`src/rtl/hfd_pkg.sv`:
```
// Package: shared widths and the unpacked-field type for the
// hexadecimal-exponent to double converter. It assumes a 32-bit input word.
package hfd_pkg;
    localparam int EXP_W    = 7;            // input exponent width
    localparam int FRAC_W   = 24;           // input fraction width
    localparam int EXP_OFS  = 64;           // input exponent offset
    localparam int DIG_N    = FRAC_W / 4;   // hex digits in fraction
    localparam int LZ_W     = 5;            // width of a 0..24 count
    localparam int DEXP_W   = 11;           // double exponent width
    localparam int DFRAC_W  = 52;           // double fraction width
    localparam int DBIAS    = 1023;         // double exponent bias
    localparam int DBL_W    = 1 + DEXP_W + DFRAC_W;

    typedef struct packed {
        logic              sign;
        logic [EXP_W-1:0]  expo;
        logic [FRAC_W-1:0] frac;
    } hfd_fields_t;
endpackage

```
`src/rtl/hfd_byte_order.sv`:
```
// Module: selects the byte order and splits the word into sign, exponent and
// fraction. Purely combinational. It assumes four bytes, of which the byte
// named first holds the sign and exponent unless swap is set.
module hfd_byte_order
    import hfd_pkg::*;
(
    input  logic        swap,
    input  logic [7:0]  b0,
    input  logic [7:0]  b1,
    input  logic [7:0]  b2,
    input  logic [7:0]  b3,
    output hfd_fields_t fields
);
    logic [31:0] word;

    // Concatenate the bytes in the chosen order, then split the fields.
    always_comb begin
        if (swap) word = {b3, b2, b1, b0};
        else      word = {b0, b1, b2, b3};
        fields.sign = word[31];
        fields.expo = word[30:24];
        fields.frac = word[FRAC_W-1:0];
    end
endmodule

```
`src/rtl/hfd_lzc.sv`:
```
// Module: leading-zero count over the fraction, organised per hex digit.
// Each digit reports a local count; the first nonzero digit from the top
// selects the result. A zero input reports zero_in = 1 and count FRAC_W.
// It assumes FRAC_W is a multiple of four.
module hfd_lzc
    import hfd_pkg::*;
(
    input  logic [FRAC_W-1:0] val,
    output logic [LZ_W-1:0]   lz,
    output logic              zero_in
);
    logic [DIG_N-1:0] dig_nz;
    logic [1:0]       dig_lz [DIG_N];

    // Per-digit detector: nonzero flag and count of zeros within the digit.
    for (genvar g = 0; g < DIG_N; g++) begin : g_digit
        logic [3:0] nib;
        assign nib = val[FRAC_W-1-4*g -: 4];
        assign dig_nz[g] = |nib;
        always_comb begin
            if      (nib[3]) dig_lz[g] = 2'd0;
            else if (nib[2]) dig_lz[g] = 2'd1;
            else if (nib[1]) dig_lz[g] = 2'd2;
            else             dig_lz[g] = 2'd3;
        end
    end

    // Priority across digits: the most significant nonzero digit wins.
    always_comb begin
        lz      = LZ_W'(FRAC_W);
        zero_in = 1'b1;
        for (int d = DIG_N - 1; d >= 0; d--) begin
            if (dig_nz[d]) begin
                lz      = LZ_W'(4 * d) + LZ_W'(dig_lz[d]);
                zero_in = 1'b0;
            end
        end
    end
endmodule

```
`src/rtl/hfd_pack.sv`:
```
// Module: renormalises the fraction to a hidden-one significand and builds
// the double bit pattern. Purely combinational. It assumes the leading-zero
// count comes from hfd_lzc and that every nonzero input maps to a normal double.
module hfd_pack
    import hfd_pkg::*;
(
    input  hfd_fields_t       fields,
    input  logic [LZ_W-1:0]   lz,
    input  logic              zero_in,
    output logic [DBL_W-1:0]  dbl
);
    localparam int PAD_W  = DFRAC_W - (FRAC_W - 1);
    localparam int EXP_K  = DBIAS - 4 * EXP_OFS - 1;   // 766 for defaults
    localparam int SUM_W  = DEXP_W + 2;

    logic [FRAC_W-1:0]  norm;
    logic [SUM_W-1:0]   dexp;
    logic [DFRAC_W-1:0] dfrac;

    // Shift the leading one to the top and form the binary exponent.
    always_comb begin
        norm  = fields.frac << lz;
        dexp  = SUM_W'(EXP_K) + (SUM_W'(fields.expo) << 2) - SUM_W'(lz);
        dfrac = {norm[FRAC_W-2:0], {PAD_W{1'b0}}};
    end

    // Assemble the output; a zero fraction gives a signed zero.
    always_comb begin
        if (zero_in) dbl = {fields.sign, {(DBL_W-1){1'b0}}};
        else         dbl = {fields.sign, dexp[DEXP_W-1:0], dfrac};
    end
endmodule

```
`src/rtl/hexfp_to_double.sv`:
```
// Module: top of the converter. Stage A registers the byte-ordered fields.
// Stage B counts leading zeros, packs the result and registers the output.
// Latency is two cycles with one word accepted per cycle. The output holds
// between results. It assumes a synchronous active-low reset.
module hexfp_to_double
    import hfd_pkg::*;
(
    input  logic        clk,
    input  logic        rst_n,
    input  logic        in_valid,
    input  logic        swap_bytes,
    input  logic [7:0]  in_byte0,
    input  logic [7:0]  in_byte1,
    input  logic [7:0]  in_byte2,
    input  logic [7:0]  in_byte3,
    output logic        out_valid,
    output logic [63:0] out_dbl
);
    hfd_fields_t      fld_c, fld_a;
    logic             vld_a;
    logic [LZ_W-1:0]  lz_b;
    logic             zero_b;
    logic [DBL_W-1:0] dbl_b;

    hfd_byte_order u_order (
        .swap   (swap_bytes),
        .b0     (in_byte0),
        .b1     (in_byte1),
        .b2     (in_byte2),
        .b3     (in_byte3),
        .fields (fld_c)
    );

    // Stage A: capture the unpacked fields of an accepted word.
    always_ff @(posedge clk) begin
        if (!rst_n) begin
            vld_a <= 1'b0;
            fld_a <= '0;
        end else begin
            vld_a <= in_valid;
            if (in_valid) fld_a <= fld_c;
        end
    end

    hfd_lzc u_lzc (
        .val     (fld_a.frac),
        .lz      (lz_b),
        .zero_in (zero_b)
    );

    hfd_pack u_pack (
        .fields  (fld_a),
        .lz      (lz_b),
        .zero_in (zero_b),
        .dbl     (dbl_b)
    );

    // Stage B: register the packed double; hold it when nothing arrives.
    always_ff @(posedge clk) begin
        if (!rst_n) begin
            out_valid <= 1'b0;
            out_dbl   <= '0;
        end else begin
            out_valid <= vld_a;
            if (vld_a) out_dbl <= dbl_b;
        end
    end

    AST_VALID_TWO_CYCLES: assert property (@(posedge clk) disable iff (!rst_n) in_valid |-> ##2 out_valid);
    AST_NO_SPURIOUS_VALID: assert property (@(posedge clk) disable iff (!rst_n) !in_valid |-> ##2 !out_valid);
    AST_SIGN_CARRIED: assert property (@(posedge clk) disable iff (!rst_n) vld_a |=> out_dbl[63] == $past(fld_a.sign));
    AST_NO_SUBNORMAL: assert property (@(posedge clk) disable iff (!rst_n) (out_valid && out_dbl[62:52] == 11'd0) |-> out_dbl[51:0] == 52'd0);
    AST_EXP_IN_RANGE: assert property (@(posedge clk) disable iff (!rst_n) (out_valid && out_dbl[62:52] != 11'd0) |-> (out_dbl[62:52] >= 11'd743 && out_dbl[62:52] <= 11'd1274));
    AST_LOW_PAD_ZERO: assert property (@(posedge clk) disable iff (!rst_n) out_valid |-> out_dbl[28:0] == 29'd0);
    AST_HOLD_IDLE: assert property (@(posedge clk) disable iff (!rst_n) !vld_a |=> $stable(out_dbl));
endmodule

```
`config.mk`:
```
export PLATFORM = sky130hd
export DESIGN_NAME = hexfp_to_double
export DESIGN_NICKNAME = d
export VERILOG_FILES = /design/src/rtl/hfd_pkg.sv /design/src/rtl/hfd_byte_order.sv /design/src/rtl/hfd_lzc.sv /design/src/rtl/hfd_pack.sv /design/src/rtl/hexfp_to_double.sv
export SDC_FILE = /design/constraint.sdc
export NUM_CORES = 1
export LEC_CHECK = 0
export ABC_AREA = 1
export BUFFER_PORTS_ARGS = -buffer_cell sky130_fd_sc_hd__buf_2
export CAP_MARGIN = 10
export CORE_UTILIZATION = 63
export DETAILED_ROUTE_END_ITERATION = 7
export GPL_TIMING_DRIVEN = 0
export PLACE_DENSITY_LB_ADDON = 0.12
export RECOVER_POWER = 50
export SYNTH_ARGS = -nofsm -noshare
export SYNTH_HDL_FRONTEND = slang
export SYNTH_HIERARCHICAL = 1
export SYNTH_SLANG_ARGS = --single-unit
```
`constraint.sdc`:
```
create_clock -name clk -period 3.8 [get_ports clk]
set_input_delay 0.76 -clock clk [delete_from_list [all_inputs] [get_ports clk]]
set_output_delay 0.76 -clock clk [all_outputs]
set_load 0.02 [all_outputs]
```
* Word level (Yosys, flattened, before mapping) *
Cells that the tools add are included.

cells by class
  add/subtract/negate cells = 7
  mux-type cells = 32
  shift operators = 1
  reduce and logical (&&, ||, !) cells = 6

operators with widths
  kind                                                            count
  63-bit 2-to-1 mux                                               1
  32-bit 2-to-1 mux                                               1
  5-bit 2-to-1 mux                                                6
  2-bit 2-to-1 mux                                                12
  4-bit OR reduction                                              6
  24-bit by 5-bit left shift with 23-bit output                   1
  1-bit 2-to-1 mux                                                12
  10-bit by 9-bit adder with 11-bit output, first input constant  1
  11-bit by 5-bit subtractor with 11-bit output                   1
  4-bit by 2-bit adder with 5-bit output, first input constant    2
  5-bit by 2-bit adder with 5-bit output, first input constant    2
  3-bit by 2-bit adder with 4-bit output, first input constant    1

storage, ports and cells
  flip-flop bits (word level) = 98
  input bits = 36
  output and inout port bits = 65

* Longest topological paths before layout *
  depth after elaboration = 12
  mapped depth = 24

* By module *
Netlist, hierarchy kept.

by module, submodules not included
  module           area each (µm²)  cells an instance  sequential area each (µm²)  times used
  hexfp_to_double  3991.3           614                1961.9                      1
  hfd_pack         1665.3           331                0.0                         1
  hfd_byte_order   494.2            104                0.0                         1
  hfd_lzc          334.1            64                 0.0                         1

* Least setup slack after synthesis *
OpenSTA, ideal clock, no wires.

  path type = reg-to-reg
  start point = reg fld_a[19] in the netlist's numbering
  end point = reg out_dbl[59]
  data arrival time = 2.478 ns
  stages on the path, launching flop included = 24
  library setup time = 0.064 ns
  buffers on the path = 1
  path slack = 1.258 ns
  data required time = 3.736 ns
  cell sequence = dfxtp_1 > nor2_2 > nand2_1 > nor2_4 > nand2_2 > clkinv_2 > nand2_2 > nand3_2 > inv_2 > buf_6 > ha_1 > inv_1 > fa_1 > inv_1 > nand3_1 > nand2_1 > nand2_1 > nand3_1 > nand2_1 > a21oi_1 > inv_1 > nand2_1 > nand2_1 > nor2_1

RTL lines
  what                                           RTL line               source
  from (decl)                                    hexfp_to_double.sv:19  hfd_fields_t fld_c, fld_a;
  from (signal assigned)                         hexfp_to_double.sv:41  if (in_valid) fld_a <= fld_c;
  4-bit OR reduction                             hfd_lzc.sv:19          assign dig_nz[g] = |nib;
  5-bit 2-to-1 mux (2 in a row)                  hfd_lzc.sv:33          if (dig_nz[d]) begin
  named net lz_b[4]                              hexfp_to_double.sv:21  logic [LZ_W-1:0] lz_b;
  11-bit by 5-bit subtractor with 11-bit output  hfd_pack.sv:23         dexp = SUM_W'(EXP_K) + (SUM_W'(fields.expo) << 2) - SUM_W'(lz);
  63-bit 2-to-1 mux                              hfd_pack.sv:29         if (zero_in) dbl = {fields.sign, {(DBL_W-1){1'b0}}};
  named net dbl_b[59]                            hexfp_to_double.sv:23  logic [DBL_W-1:0] dbl_b;
  to (signal assigned)                           hexfp_to_double.sv:65  if (vld_a) out_dbl <= dbl_b;
  to (decl)                                      hexfp_to_double.sv:17  output logic [63:0] out_dbl

The timed path passes the listed nets, and every way through them passes these cells.
A chain may end at the register's enable or synchronous reset.

* Worst setup path in the final report *
Same ends and word-level chain as after synthesis.

==> flow_metrics.tcl <==
set metrics [dict create \
    status "completed" \
    timing.rr.end "out_dbl[59]" \
    drtPass1Iterations 5 \
    htreeDepth 3 \
    die_h_um 103 \
    n_fill_cell 901 \
    cts_tree "done" \
    endpoint "out_dbl[59]" \
    cts_hold_buf 0 \
    worst_setup_path_start_kind "flip-flop" \
    powerDensity_nw_per_um2 392 \
    cts_buffers 9 \
    finalNetCount 1294 \
    drt_iter0_drc 359 \
    grt_pass1_wl_um 24600 \
    finalCriticalPeriod_ps 2950 \
    drv_slew 0 \
    grt_usage_pct 29.1 \
    clk_pin_slew_ps 100 \
    rsz0062_at_grt "no" \
    diodes 0 \
    cts_buffer_depth 2 \
    overflow 0 \
    drc 0 \
    cpMostUsedCell "nand2_1" \
    finalClockSkew_ps 21.0 \
    post-cts-setup-buffers 0 \
    grt_max_degree 18 \
    max_stage_delay_ps 420 \
    tns_ps 0 \
    multiInputGateArea_um2 3460 \
    wl_per_cell_um 10.7 \
    synthCells 1113 \
    grt_use_met3_pct 5.51 \
    met1_usage_pct 36.1 \
    setup_violations 0 \
    ios 101 \
    syn_area_um2 6480 \
    area_growth_pct 13.6 \
    busiest_layer "met2" \
    die_x_um 103 \
    hpwl_um 11500 \
    setup.worst_path.end_class "flip-flop" \
    grt_pass1_vias 5773 \
    finalCritPeriodShare_pct 77.5 \
    drive_gt1_share_pct 16.6 \
    r2r_slack_ps 850 \
    crit_arrival_ps 3260 \
    r2r-start "fld_a[19]" \
    vias 6712 \
    critical_path_required_ps 4120 \
    ant_nets 0 \
    utilization_pct 74.7 \
    seq_area_frac_synth_pct 30.3 \
    worstSkewPairLatency_ps 380 \
    crit_start "fld_a[19]" \
    path_max_fanout 10 \
    port_buffers 97 \
    tightestPinTransition_ps 511 \
    start_util_pct 65.7 \
    ys_seq_elements 98 \
    post_synth_num_cell_types 36 \
    hold_viol_final 0 \
    whs_ps 471 \
    antenna_found_initial 0 \
    cts_resized 0 \
    place.gp.congestion 0.986 \
    core_um2 9860 \
    p_leak_nw 4.12 \
    worst_hold_path_type "reg2reg" \
    cts_sinks 98 \
    postRouteWirelength_um 14800 \
    rows 36 \
    crit_chain "nor2_2, nand2_1, nor2_4, nand2_2, clkinv_2, nand2_2, nand3_2, inv_2, buf_6, ha_1, inv_1, fa_1, inv_1, nand3_1, nand2_1, nand2_1, nand3_1, nand2_1, a21oi_1, inv_1, nand2_1, nand2_1, nor2_1" \
    critical-path-top-delay-family "simple AND/OR/NAND/NOR gates" \
    rr_worst_depth 23 \
    path_buf_inv 6 \
    grt.met2_usage_pct 50.1 \
    relSlewSlack_pct 65.9 \
    viasPerCell 4.84 \
    postSynthAreaPerCell_um2 5.83 \
    drv_cap 0 \
    yosysWarnings 6 \
    worst-setup-path-type "reg2reg" \
    ir_drop_mv 0.215 \
    die_area_um2 10700 \
    root_buffer "clkbuf_8" \
    cp.depth 23 \
    worstHoldStart "out_dbl[36]" \
    ff_latch_area_um2 1960 \
    crit_slowest_cell "dfxtp_1" \
    max_clock_freq_ghz 0.339 \
]
==> metal layers <==
layer	part of all wire [%]	routed length [um]	up-vias
li1	-	-	3549
met3	5.8	861	27
met1	45	6740	2928
met2	47	6930	208
met4	2.1	309	0
met5	0	0	-
==> worst min path at each step <==
stage	slack, ps	to	cells past startpoint
after floorplan	450	fld_a[24]	2
after global placement	450	out_dbl[31]	2
after detailed placement	460	out_dbl[41]	2
after CTS	470	out_dbl[41]	2
after global routing	490	out_dbl[57]	2
final	470	out_dbl[36]	2
==> synthesized netlist by cell type (all sizes together) <==
master	instances	area, um2
a21boi	2	18.8
a21oi	22	110
a22o	1	8.76
a31oi	1	6.26
buf	77	571
clkbuf	6	52.6
clkinv	2	8.75
conb	1	3.75
dfxtp	98	1960
fa	1	20.0
ha	8	100
inv	142	541
nand2	405	1560
nand3	95	485
nand4	2	12.5
nor2	227	900
nor3	2	10.0
o211ai	1	7.51
o21a	1	7.51
o21ai	14	70.1
o21bai	1	7.51
o22ai	3	18.8
or2	1	6.26
==> flip-flops by register name, indices dropped and copies added, names as in the netlist <==
| signal | count |
|---|---|
| fld_a | 32 |
| out_dbl | 64 |
| vld_a | 1 |
| out_valid | 1 |
==> power by group <==
part / switching (W) / leakage [nW] / total [W] / internal, W
Clock: 0.000379 / 0.0929 / 0.000626 / 0.000247
Sequential: 0.0000581 / 0.811 / 0.00116 / 0.00110
Combinational: 0.000699 / 3.21 / 0.00110 / 0.000399
==> per-stage QoR <==
step           total power, W  std cells  setup WS [ps]  cell area [um2]
4_1_cts               0.00290       1387            869             7420
3_5_place_dp          0.00227       1371            901             7240
2_1_floorplan         0.00201       1141           1260             6590
5_1_grt               0.00310       1387            569             7370
6_report              0.00289       1387            854             7370
3_3_place_gp          0.00226       1371            986             7240
==> cell usage in the layout, fill, tap and decap left out, types with 2 or more instances in the layout <==
cell and n:
conb_1 29, buf_6 5, inv_6 2, o21ai_0 13
nor2_2 10, nand4_1 2, buf_4 48, inv_1 133
clkinv_2 3, clkbuf_1 29, dfxtp_1 98, inv_2 8
nand2_1 390, ha_1 8, nand3_1 93, nor3_1 2
o22ai_1 3, a21oi_1 22, buf_2 95, nand3_2 2
nor2_1 214, inv_8 2, clkbuf_8 12, nor2_4 3
nand2_2 15
==> worst min-delay path, stage by stage (launching register included) <==
cell	delay [ps]
dfxtp_1	320
nor2_1	80
nor2_1	50
==> layout make-up <==
type	count	share of cell area (%)
plain buffers	83	8.07
clock buffers	10	1.73
clock inverters	6	0.645
inverters	144	7.46
multi-input cells	816	46.9
flip-flops and latches	98	26.6
well taps	133	2.26
repair buffers	97	6.30
==> cell families after synthesis <==
kind of cell / share of synthesized area [%]
AND/OR/NAND/NOR: 45.8
buffers and inverters: 18.1
flip-flops: 30.3
AO/OA/AOI/OAI: 3.94
adder cells (fa/ha/maj): 1.85
other: 0.0578
Note: power is estimated with default switching activity, not from simulation.
